===== src/rtl/bldc_comm_pkg.sv =====
package bldc_comm_pkg;

  typedef struct packed {
    logic [2:0] hi;
    logic [2:0] lo;
  } gate_pair_t;

  // Hall code (A,B,C) to forward drive pair; 000/111 give no drive
  function automatic gate_pair_t fwd_pair(input logic [2:0] code);
    gate_pair_t p;
    p = '0;
    case (code)
      3'b101: begin p.hi = 3'b001; p.lo = 3'b010; end
      3'b100: begin p.hi = 3'b001; p.lo = 3'b100; end
      3'b110: begin p.hi = 3'b010; p.lo = 3'b100; end
      3'b010: begin p.hi = 3'b010; p.lo = 3'b001; end
      3'b011: begin p.hi = 3'b100; p.lo = 3'b001; end
      3'b001: begin p.hi = 3'b100; p.lo = 3'b010; end
      default: p = '0;
    endcase
    return p;
  endfunction

endpackage


===== src/rtl/hall_filter.sv =====
module hall_filter #(
  parameter int NBITS    = 3,
  parameter int FILT_CNT = 4
) (
  input  logic             clk,
  input  logic             rst_n,
  input  logic [NBITS-1:0] raw,
  output logic [NBITS-1:0] clean
);
  localparam int CW = $clog2(FILT_CNT + 1);

  logic [NBITS-1:0] s1, s2, cand;
  logic [CW-1:0]    cnt;

  always_ff @(posedge clk) begin
    if (!rst_n) begin
      s1 <= '0; s2 <= '0; cand <= '0; cnt <= '0; clean <= '0;
    end else begin
      s1 <= raw;
      s2 <= s1;
      if (s2 != cand) begin
        cand <= s2;
        cnt  <= '0;
      end else if (cnt != CW'(FILT_CNT)) begin
        cnt <= cnt + 1'b1;
      end else begin
        clean <= cand;
      end
    end
  end

  // a fresh disagreement never updates the filtered code on the next edge
  assert_glitch_hold_R11: assert property (@(posedge clk) disable iff (!rst_n)
    (s2 != cand) |=> $stable(clean));

endmodule


===== src/rtl/oc_hold.sv =====
module oc_hold (
  input  logic clk,
  input  logic rst_n,
  input  logic oc_trip,
  input  logic period_start,
  output logic oc_block
);
  logic held;

  always_ff @(posedge clk) begin
    if (!rst_n)            held <= 1'b0;
    else if (oc_trip)      held <= 1'b1;
    else if (period_start) held <= 1'b0;
  end

  assign oc_block = held | oc_trip;

  // a trip is remembered on the following cycle
  assert_trip_held_R10: assert property (@(posedge clk) disable iff (!rst_n)
    oc_trip |=> held);
  // held state persists until a period start
  assert_hold_until_period_R10: assert property (@(posedge clk) disable iff (!rst_n)
    (held && !period_start) |=> held);

endmodule


===== src/rtl/comm_gate.sv =====
module comm_gate
  import bldc_comm_pkg::*;
#(
  parameter int NPH = 3
) (
  input  logic           clk,
  input  logic           rst_n,
  input  logic [2:0]     hall_code,
  input  logic           dir_fwd,
  input  logic           brake_cmd,
  input  logic           coast_cmd,
  input  logic           quad_sel,
  input  logic           pwm_on,
  input  logic           oc_block,
  input  logic           uvlo,
  output logic [NPH-1:0] gate_hi,
  output logic [NPH-1:0] gate_lo
);
  gate_pair_t fp;
  logic [NPH-1:0] sel_hi, sel_lo, nxt_hi, nxt_lo;
  logic pwm_eff, kill;

  always_comb begin
    fp     = fwd_pair(hall_code);
    sel_hi = dir_fwd ? fp.hi : fp.lo;
    sel_lo = dir_fwd ? fp.lo : fp.hi;
  end

  assign pwm_eff = pwm_on & ~oc_block;
  assign kill    = uvlo | coast_cmd;

  for (genvar p = 0; p < NPH; p++) begin : g_phase
    always_comb begin
      if (kill) begin
        nxt_hi[p] = 1'b0;
        nxt_lo[p] = 1'b0;
      end else if (brake_cmd) begin
        nxt_hi[p] = 1'b0;
        nxt_lo[p] = pwm_eff;
      end else begin
        nxt_hi[p] = sel_hi[p] & (quad_sel ? pwm_eff : 1'b1);
        nxt_lo[p] = sel_lo[p] & pwm_eff;
      end
    end
  end

  always_ff @(posedge clk) begin
    if (!rst_n) begin
      gate_hi <= '0;
      gate_lo <= '0;
    end else begin
      gate_hi <= nxt_hi;
      gate_lo <= nxt_lo;
    end
  end

  // no phase has both switches on
  assert_no_shoot_through_R12: assert property (@(posedge clk) disable iff (!rst_n)
    (gate_hi & gate_lo) == '0);
  // at most one high-side command at a time
  assert_single_high_R12: assert property (@(posedge clk) disable iff (!rst_n)
    $onehot0(gate_hi));
  // undervoltage clears every output
  assert_uvlo_off_R9: assert property (@(posedge clk) disable iff (!rst_n)
    uvlo |=> (gate_hi == '0 && gate_lo == '0));
  // coast clears every output
  assert_coast_off_R4: assert property (@(posedge clk) disable iff (!rst_n)
    coast_cmd |=> (gate_hi == '0 && gate_lo == '0));
  // brake never drives a high side
  assert_brake_no_high_R5: assert property (@(posedge clk) disable iff (!rst_n)
    brake_cmd |=> gate_hi == '0);
  // four-quadrant PWM-off clears both sides
  assert_quad_off_R8: assert property (@(posedge clk) disable iff (!rst_n)
    (quad_sel && !pwm_on) |=> (gate_hi == '0 && gate_lo == '0));

endmodule


===== src/rtl/bldc_commutator.sv =====
module bldc_commutator #(
  parameter int FILT_CNT = 4
) (
  input  logic       clk,
  input  logic       rst_n,
  input  logic [2:0] hall_in,
  input  logic       dir_fwd,
  input  logic       brake_cmd,
  input  logic       coast_cmd,
  input  logic       quad_sel,
  input  logic       pwm_on,
  input  logic       period_start,
  input  logic       oc_trip,
  input  logic       uvlo,
  output logic [2:0] gate_hi,
  output logic [2:0] gate_lo
);
  logic [2:0] hall_clean;
  logic       oc_block;

  hall_filter #(.NBITS(3), .FILT_CNT(FILT_CNT)) u_filt (
    .clk(clk), .rst_n(rst_n), .raw(hall_in), .clean(hall_clean)
  );

  oc_hold u_oc (
    .clk(clk), .rst_n(rst_n), .oc_trip(oc_trip),
    .period_start(period_start), .oc_block(oc_block)
  );

  comm_gate #(.NPH(3)) u_gate (
    .clk(clk), .rst_n(rst_n), .hall_code(hall_clean), .dir_fwd(dir_fwd),
    .brake_cmd(brake_cmd), .coast_cmd(coast_cmd), .quad_sel(quad_sel),
    .pwm_on(pwm_on), .oc_block(oc_block), .uvlo(uvlo),
    .gate_hi(gate_hi), .gate_lo(gate_lo)
  );

endmodule


===== config.mk =====
export PLATFORM = sky130hd
export DESIGN_NAME = bldc_commutator
export DESIGN_NICKNAME = d
export VERILOG_FILES = /design/src/rtl/bldc_comm_pkg.sv /design/src/rtl/hall_filter.sv /design/src/rtl/oc_hold.sv /design/src/rtl/comm_gate.sv /design/src/rtl/bldc_commutator.sv
export SDC_FILE = /design/constraint.sdc
export NUM_CORES = 1
export LEC_CHECK = 0
export CAP_MARGIN = 20
export CORE_MARGIN = 2
export CORE_UTILIZATION = 45
export DETAILED_ROUTE_END_ITERATION = 8
export HOLD_SLACK_MARGIN = 0.05
export PLACE_DENSITY = 0.77
export REMOVE_ABC_BUFFERS = 1
export SYNTH_ARGS = -nofsm -noshare
export SYNTH_HDL_FRONTEND = slang
export SYNTH_SLANG_ARGS = --single-unit

===== constraint.sdc =====
create_clock -name clk -period 3.35 [get_ports clk]
set_input_delay 0.67 -clock clk [delete_from_list [all_inputs] [get_ports clk]]
set_output_delay 0.67 -clock clk [all_outputs]
set_load 0.005 [all_outputs]

# Word-level counts from Yosys, hierarchy flattened
# Cells that the tools add are included.
# totals
in_bits	13
word_cells	44
reg_bits	22
out_inout_bits	6
# classes
n_reduce_logical	5
eq_ne	8
bitwise	13
muxes	9
addsub	1
# ops
operator	count
6-bit case mux with 6 select lines	1
3-bit == test (second input constant)	3
1-bit bitwise AND	7
3-bit by 2-bit == test with 1-bit output (second input constant)	2
1-bit two-way mux	6
3-bit two-way mux	2
1-bit NOT	4
2-bit OR reduction	2
3-bit by 1-bit adder with 3-bit output (second input constant)	1
3-bit by 1-bit == test with 1-bit output (second input constant)	1
3-bit inequality test	1
3-bit inequality test (second input constant)	1
3-bit OR reduction	1
1-bit bitwise OR	2
2-bit AND reduction	1
2-bit nonzero test	1

# Depth between registers and ports, before layout
# logic_depth
depth_word	5
depth_mapped	6
mapped_depth_nobuf	5

# Modules after synthesis
# A second synthesis with hierarchy kept.
# unflattened
hier_cells	86
area_unflattened_um2	877.1
# by_module_without_submodules
mod	seq_area_each_um2	n_inst	area_each_um2	cells_each
hall_filter	300.3	1	545.5	54
comm_gate	120.1	1	284.0	28
oc_hold	20.0	1	47.5	4

# Least setup slack after synthesis
# Ideal clock, no wire load.
# synth_path
path_type	input to register
start	input dir_fwd
end	register u_gate.gate_lo[0]
path_stages	4
path_slack_ns	2.083
t_arrival_ns	1.148
n_path_buf	1
path_cell_list	buf_2 nor2b_1 a21oi_1 a21oi_1
# synth_between
elab_chain_cells	3
# synth_rtl
item	line_no	source
start, declared	bldc_commutator.sv:7	input logic dir_fwd,
3-bit two-way mux	comm_gate.sv:26	sel_lo = dir_fwd ? fp.lo : fp.hi;
1-bit bitwise AND	comm_gate.sv:42	nxt_lo[p] = sel_lo[p] & pwm_eff;
1-bit two-way mux	comm_gate.sv:37	end else if (brake_cmd) begin
end signal, assigned	comm_gate.sv:53	gate_lo <= nxt_lo;
end, declared	comm_gate.sv:17	output logic [NPH-1:0] gate_lo
# No other way between the ends.
# A chain may end at the register's enable or synchronous reset.

# Worst setup path in the final report
# layout_path
start	register u_gate.gate_hi[0]
end	output gate_hi[0]
# layout_rtl
item	line_no	source
start, declared	comm_gate.sv:16	output logic [NPH-1:0] gate_hi,
start signal, assigned	comm_gate.sv:52	gate_hi <= nxt_hi;
end, declared	bldc_commutator.sv:15	output logic [2:0] gate_hi,
# No word-level cell between the ends.

==> impl_metrics.json <==
{
  "post_drt_wl_per_cell_um": 9.85,
  "max_freq_ghz": 0.560,
  "route.detailed.drc": 0,
  "post_cts_resized": 0,
  "worst-path-buf-inv": 1,
  "critical_path_required_ns": 2.68,
  "dieArea_um2": 2300,
  "dieWidth_um": 48.0,
  "die_h_um": 48.0,
  "clock-sinks": 22,
  "pwr_density_cell_nw_per_um2": 419,
  "layout-drive-gt1-share": 0.0360,
  "drt-initial-drc-count": 13,
  "insertion_delay_ns": 0.30,
  "max_stage_delay_ns": 0.49,
  "ant_nets": 0,
  "fin_nets": 127,
  "start_kind": "flip-flop",
  "initial_core_util": 0.493,
  "ys_seq_elements": 22,
  "worstReg2RegStart": "u_filt.cnt[0]$_SDFFE_PP0P_",
  "p_leak_nw": 0.397,
  "h-tree-depth": 1,
  "pin_count": 19,
  "cts_tree": "built",
  "status": "completed",
  "layout_commonest_cell": "dfxtp_1",
  "comb_power_share": 0.084,
  "vias": 644,
  "netSwitchingFraction": 0.212,
  "p_seq_frac": 0.602,
  "setup_viol": 0,
  "netlist_instances": 93,
  "mostFrequentLayoutCells": "22 x dfxtp_1, 18 x clkdlybuf4s50_1, 12 x nand2_1, 9 x and2_1",
  "grt_pass1_wl_um": 2160,
  "maxSlewViolCount": 0,
  "finalCritPeriodShare": 0.533,
  "max_cap_viol_count": 0,
  "rsz0062_at_grt": "no",
  "maxSlewHeadroom": 0.678,
  "viasPerCell": 4.74,
  "rows": 15,
  "crit_arrival_ns": 1.12,
  "yosys_warnings": 0,
  "grt_pass1_vias": 555,
  "cp_top_family": "buffers and inverters",
  "syn_area_um2": 870,
  "grtUsageMet3": 0.0264,
  "grt_max_degree": 20,
  "synth_simple_gate_area_frac": 0.256,
  "grt_antenna_before_repair": 0,
  "finalSetupTns_ns": 0,
  "grt_overflow": 0,
  "num-fill-cells": 172,
  "intPower_w": 0.000359,
  "root_buffer": "clkbuf_4",
  "avgSynthCellArea_um2": 9.35,
  "path_max_fanout": 1,
  "peakVddDrop_mv": 0.294,
  "min_from": "u_filt.s1[0]$_SDFF_PN0_",
  "syn2layout_area_growth_pct": 24.9,
  "seq_area_frac_synth": 0.506,
  "cp_cell_sequence": "clkdlybuf4s50_1",
  "synth.mux.area_fraction": 0.0345,
  "synth-compound-area-share": 0.0763,
  "met1_usage": 0.155,
  "io_buffers": 18,
  "power.switching_w": 0.0000963,
  "dp_hpwl_um": 980,
  "finalClockSkew_ns": 0.00589,
  "clk_path_buf_depth": 2,
  "global_route.peak_usage_layer": "met2",
  "clkTransAtPathRegs_ns": 0.12,
  "wl_um": 1340,
  "synth.distinct_cells": 23,
  "synthXorXnorAreaFrac": 0.0403,
  "firstDrtPassIters": 4,
  "final.min_clock_period_ns": 1.79,
  "hold_viol_final": 0,
  "min_path_type": "flip-flop to flip-flop",
  "crit_start": "u_gate.gate_hi[0]$_SDFF_PP0_",
  "globalRouteMet2Util": 0.240,
  "worstMarginPinSlew_ns": 0.482,
  "synth_top_family_by_area": "simple AND/OR/NAND/NOR gates",
  "numCtsBuffers": 3,
  "gp_congestion": 0.818,
  "core_area_um2": 1760,
  "grtUsageTotal": 0.140,
  "criticalPathCategory": "flip-flop to output pin",
  "post_cts_buffers": 0,
  "hold-worst-slack_ns": 0.448,
  "hold_buffers": 0,
  "synth_fa_ha_area_frac": 0.0288,
  "end_kind": "output pin",
  "diodes": 0,
  "slowest_stage": "clkdlybuf4s50_1",
  "p_clk_frac": 0.314
}
==> logic make-up after synthesis <==
| family | after synthesis |
|---|---|
| simple gates | 42 |
| flops | 22 |
| compound gates | 11 |
| buf+inv | 9 |
| xor+xnor | 4 |
| mux | 3 |
| fa+ha+maj | 2 |
==> cells in the mapped netlist, drive strengths merged <==
library cell / count / share of area
mux2i: 3 / 0.035
nand3: 2 / 0.012
nor2b: 3 / 0.022
buf: 3 / 0.032
o21a: 1 / 0.0086
ha: 2 / 0.029
clkbuf: 1 / 0.0043
nor2: 7 / 0.030
xnor2: 4 / 0.040
a31oi: 1 / 0.0072
dfxtp: 22 / 0.51
nand2: 12 / 0.052
nor3: 1 / 0.0057
and2: 9 / 0.065
a21oi: 7 / 0.040
o2111ai: 1 / 0.010
and4b: 1 / 0.012
nor3b: 4 / 0.035
nand3b: 2 / 0.017
inv: 5 / 0.022
a2bb2oi: 1 / 0.010
nand4: 1 / 0.0072
==> power groups by stage <==
stage	clock network (W)	logic (W)	registers [W]
after floorplan	0	0.0000179	0.000279
after global placement	0	0.0000379	0.000279
after detailed placement	0	0.0000385	0.000280
after CTS	0.000148	0.0000388	0.000274
after global routing	0.000155	0.0000445	0.000275
final	0.000143	0.0000382	0.000274
==> metal layers <==
| metal | vias up | routed length (um) |
|---|---|---|
| met5 | - | 0 |
| met4 | 0 | 10 |
| met3 | 2 | 51 |
| met2 | 9 | 654 |
| met1 | 290 | 622 |
| li1 | 343 | - |
==> path summary, 6_finish.rpt <==
check	endpoint	slack [ns]	cells past startpoint
hold reg to reg	u_filt.s2[0]$_SDFF_PN0_	0.45	1
hold / removal	u_filt.s2[0]$_SDFF_PN0_	0.45	1
setup reg to reg	u_filt.clean[0]$_SDFFE_PN0P_	1.96	5
setup / recovery	gate_hi[0]	1.56	1
==> through the flow <==
stage	cell area, um^2	worst slack [ns]	cells	power [W]	util
2_1_floorplan	838	2.11	89	0.000297	-
6_report	1090	1.56	136	0.000455	0.616
5_1_grt	1090	1.50	136	0.000474	0.616
4_1_cts	1090	1.54	136	0.000461	0.616
3_5_place_dp	1050	1.36	132	0.000319	0.595
3_3_place_gp	1050	1.37	132	0.000317	0.595
==> state kept, by name (all words and copies together), names as in the netlist <==
signal and cells:
u_filt.s2 3, u_filt.cand 3, u_gate.gate_lo 3, u_filt.cnt 3, u_gate.gate_hi 3, u_filt.clean 3
u_filt.s1 3, u_oc.held 1
==> final cells by class <==
type	count	area (um^2)	share of cell area
Sequential cell	22	440	0.406
Clock buffer	4	36.3	0.0334
Multi-Input combinational cell	62	379	0.349
Inverter	5	18.8	0.0173
Timing Repair Buffer	18	180	0.166
Tap cell	25	31.3	0.0288
Note: power is estimated with default switching activity, not from simulation.
